**src/rtl/stim_interval_timer.sv**
```systemverilog
module stim_interval_timer #(
  parameter int PERIOD       = 40000,
  parameter int HIGH_CYCLES  = 20000,
  parameter int HOLD_CYCLES  = 400000,
  parameter int RISE_TIMEOUT = 40000000,
  parameter int FALL_TIMEOUT = 40000000,
  parameter int CNT_W        = 32
) (
  input  logic             clk,
  input  logic             rst,
  input  logic             start,
  input  logic             resp,
  output logic             stim,
  output logic [CNT_W-1:0] interval,
  output logic             done,
  output logic             timeout
);
  localparam int PH_W = (PERIOD > 2) ? $clog2(PERIOD) : 1;
  localparam logic [PH_W-1:0]  PH_LAST   = PH_W'(PERIOD - 1);
  localparam logic [PH_W-1:0]  PH_HIGH   = PH_W'(HIGH_CYCLES);
  localparam logic [CNT_W-1:0] HOLD_LAST = CNT_W'(HOLD_CYCLES - 1);
  localparam logic [CNT_W-1:0] RISE_LAST = CNT_W'(RISE_TIMEOUT - 1);
  localparam logic [CNT_W-1:0] FALL_LAST = CNT_W'(FALL_TIMEOUT - 1);

  typedef enum logic [1:0] {S_IDLE, S_ARM, S_HOLD, S_MEAS} state_t;

  state_t           st;
  logic [2:0]       rsync;
  logic [CNT_W-1:0] cnt;
  logic [PH_W-1:0]  ph;

  wire rise    = rsync[1] & ~rsync[2];
  wire fall    = ~rsync[1] & rsync[2];
  wire running = (st == S_ARM) || (st == S_HOLD);

  assign stim = running && (ph < PH_HIGH);

  always_ff @(posedge clk) begin
    if (rst) begin
      st       <= S_IDLE;
      rsync    <= '0;
      cnt      <= '0;
      ph       <= '0;
      interval <= '0;
      done     <= 1'b0;
      timeout  <= 1'b0;
    end else begin
      rsync   <= {rsync[1:0], resp};
      done    <= 1'b0;
      timeout <= 1'b0;
      cnt     <= cnt + 1'b1;
      ph      <= (ph == PH_LAST) ? '0 : ph + 1'b1;
      case (st)
        S_IDLE: if (start) begin
          st       <= S_ARM;
          cnt      <= '0;
          ph       <= '0;
          interval <= '0;
        end
        S_ARM: if (rise) begin
          st  <= S_HOLD;
          cnt <= '0;
        end else if (cnt == RISE_LAST) begin
          st      <= S_IDLE;
          timeout <= 1'b1;
        end
        S_HOLD: if (cnt == HOLD_LAST) begin
          st  <= S_MEAS;
          cnt <= '0;
        end
        S_MEAS: if (fall) begin
          st       <= S_IDLE;
          interval <= cnt + 1'b1;
          done     <= 1'b1;
        end else if (cnt == FALL_LAST) begin
          st      <= S_IDLE;
          timeout <= 1'b1;
        end
        default: st <= S_IDLE;
      endcase
    end
  end
endmodule

```
**config.mk**
```make
export PLATFORM = sky130hd
export DESIGN_NAME = stim_interval_timer
export DESIGN_NICKNAME = d
export VERILOG_FILES = /design/src/rtl/stim_interval_timer.sv
export SDC_FILE = /design/constraint.sdc
export NUM_CORES = 1
export LEC_CHECK = 0
export ABC_AREA = 1
export CORE_MARGIN = 2
export CORE_UTILIZATION = 29
export DETAILED_ROUTE_END_ITERATION = 8
export HOLD_SLACK_MARGIN = 0.03
export PLACE_DENSITY = 0.59
export SLEW_MARGIN = 20
export SYNTH_ARGS = -nofsm -noshare
export SYNTH_HDL_FRONTEND = slang
export SYNTH_SLANG_ARGS = --single-unit
```
**constraint.sdc**
```tcl
create_clock -name clk -period 1.5 [get_ports clk]
set_input_delay 0.225 -clock clk [delete_from_list [all_inputs] [get_ports clk]]
set_output_delay 0.225 -clock clk [all_outputs]
set_load 0.005 [all_outputs]
```
==> impl_results.md <==
* Status: complete, but fails checks
* Failing checks: negative setup slack
* Area delta synth->final at 62.5%
* Routed WL at 12500 µm
* Max-cap violations at 0
* Post-synth net total at 618
* WP data required at 1.74 ns
* Final slew viol count at 0
* Total track usage at 15.0%
* Count of final setup violators at 49
* Core area at 14400 µm²
* Worst path arrival time at 1.89 ns
* Total grt overflow at 0
* CP startpoint kind: register
* Multi-input gate area at 2740 µm²
* Root Driver: clkbuf_16
* Syn avg cell area at 6.95 µm²
* Clock Pin Slew Worst Setup and Hold Paths at 0.06 ns
* Leading cell types in the layout, fill and taps excluded: nand2_1 (116), buf_4 (109), nor2_1 (70)
* Via count at 4348
* Setup crit start: cnt[0]$_SDFF_PP0_
* Final nets at 783
* Final TNS setup at -4.54 ns
* Initial antenna violation count at 0
* Largest net degree at the start of global routing at 25
* DRT antenna net count at 0
* Post-route cell area at 6870 µm²
* Leakage at 2.73 nW
* VDD IR max at 0.000542 V
* HP Start: resp
* Cts hold-fix bufs at 0
* # port buffers at 38
* Die width at 125 µm
* Final worst setup slack at -0.148 ns
* CTS tree: done
* Synth warnings at 0
* Netlist cell types at 36
* Area occupied by registers at 1800 µm²
* Min cycle time layout at 1.65 ns
* Total CTS buffers at 9
* Vias per cell at 4.52
* Max Fclk at 0.607 GHz
* Worst r2r src: cnt[0]$_SDFF_PP0_
* Max-Slew Margin vs Limit at 77.0%
* Met2 wire length at 6250 µm
* M1 wire length at 5540 µm
* Rows at 44
* CP endpoint kind: register
* Dpl hpwl at 8730 µm
* Met3 WL at 484 µm
* Tcrit/Tclk final at 110%
* CTS max path bufs at 2
* Worst-Skew Late Latency at 0.35 ns
* RSZ-0062 raised after global routing: yes
* Share of cells above drive strength 1 at 40.9%
* FF+latch count, synth at 87
* Clock Sinks at 87
* Total iterations of the first detailed-routing run at 4
* Fillers at 1381
* Power Total at 5.19 mW
* IO Pins at 39
* Mapped Cells at 608
* Ant. Diodes at 0
* Htree depth at 3
* Power density over the cells at 756 nW/µm²
* Clk_skew at 0.00788 ns
* Die ar. at 15600 µm²
* Min-Delay Path Class: in -> reg
* Avg WL per Cell at 13.0 µm
* Vias in the first global route at 4010
* Critical path peak fanout at 6
* Register area share after synthesis at 41.2%
* Setup CP Type: reg -> reg
* Top routing layer in use: met4
* GP Congestion at 0.891
* # DRC at 0
* First-pass GRT wire length at 18700 µm
* Least-Margin Pin Slew at 0.344 ns
* Starting DRT DRC Count at 169
* Leading cell type in the layout, fill and taps excluded: nand2_1
* Netlist Area Pre-Place at 4230 µm²
* Final hold viol count at 0
* Placed Area at 5670 µm²
* Initial Util at 29.4%
* Die Y at 125 µm
-- per-stage QoR --
step	worst slack (ns)	hold slack [ns]	cells	utilization (%)
2_1_floorplan	-0.0915	0.332	608	-
3_3_place_gp	-0.203	0.389	928	39.5
3_5_place_dp	-0.229	0.396	928	39.5
4_1_cts	-0.0997	0.364	944	42.3
5_1_grt	-0.229	0.406	962	47.8
6_report	-0.148	0.378	962	47.8
-- metal layers --
layer	GRT usage, %	vias up
met2	25.2	63
li1	-	2245
met5	0	-
met4	6.48	0
met1	18.9	2021
met3	2.66	19
-- worst max-delay path, stage by stage, from the launching register on --
cell,delay [ns]
dfxtp_4,0.37
ha_4,0.15
nand2_4,0.05
nor2_4,0.14
nand3_2,0.09
nor2_2,0.10
nand2_2,0.09
a21oi_4,0.17
inv_2,0.07
nand2_4,0.11
clkbuf_16,0.17
nor2_2,0.03
-- what timing repair did --
action                     4_1_cts  5_1_grt
resized for setup               34      183
pin swaps                        3       39
cloned                           0        3
setup endpoints to repair       71       82
setup buffers                    1       15
-- cells in the mapped netlist, drive strengths merged --
| cell type | count | area [µm²] |
|---|---|---|
| nor2 | 110 | 463 |
| o211ai | 1 | 7.51 |
| nand3b | 3 | 22.5 |
| xnor2 | 2 | 17.5 |
| buf | 5 | 46.3 |
| nand4 | 3 | 18.8 |
| o21ai | 15 | 78.8 |
| ha | 6 | 75.1 |
| clkbuf | 9 | 33.8 |
| nand2 | 142 | 543 |
| inv | 75 | 282 |
| o31ai | 6 | 45.0 |
| a21o | 1 | 7.51 |
| nand3 | 70 | 360 |
| nor3b | 2 | 15.0 |
| and2 | 1 | 6.26 |
| xor2 | 20 | 175 |
| o21bai | 2 | 15.0 |
| o21a | 3 | 22.5 |
| dfxtp | 87 | 1740 |
| nor3 | 22 | 115 |
| a21oi | 20 | 111 |
| or2 | 2 | 12.5 |
| o211a | 1 | 10.0 |
-- path summary, 6_finish.rpt --
kind,to,slack (ns),cells past startpoint
worst max-delay path,cnt[2]$_SDFF_PP0_,-0.15,11
worst min-delay path,rsync[0]$_SDFF_PP0_,0.38,3
worst max register to register,cnt[2]$_SDFF_PP0_,-0.15,11
worst min register to register,rsync[1]$_SDFF_PP0_,0.41,2
-- cells by family (layout without fill, tap and decap cells) --
| family | count (synthesis) | in the layout | share of synthesized area [%] |
|---|---|---|---|
| and+or+nand+nor | 355 | 355 | 36.8 |
| DFF | 87 | 87 | 41.2 |
| adders and majority gates | 6 | 6 | 1.78 |
| xor gates and xnor gates | 22 | 22 | 4.56 |
| buffers and inverters | 89 | 259 | 8.56 |
| AOI/OAI and AO/OA | 49 | 49 | 7.05 |
-- registers in the layout (all words and copies together), names as in the netlist --
register,cells
st,2
timeout,1
cnt,32
done,1
interval,32
rsync,3
ph,16
-- final cells by class --
class | count | share of cell area [%]
Clock inverter | 2 | 0.547
Timing Repair Buffer | 168 | 21.9
Inverter | 75 | 4.17
Clock buffer | 14 | 3.99
Sequential cell | 87 | 26.2
Tap cell | 184 | 3.35
Multi-Input combinational cell | 432 | 39.8
-- report_power, final --
group	leakage (nW)	switching, mW	total, mW	internal (mW)
sequential	0.718	0.0213	2.35	2.33
clock	0.149	0.928	2.36	1.43
combinational	1.86	0.260	0.489	0.230
(Power assumes the default switching activity.)
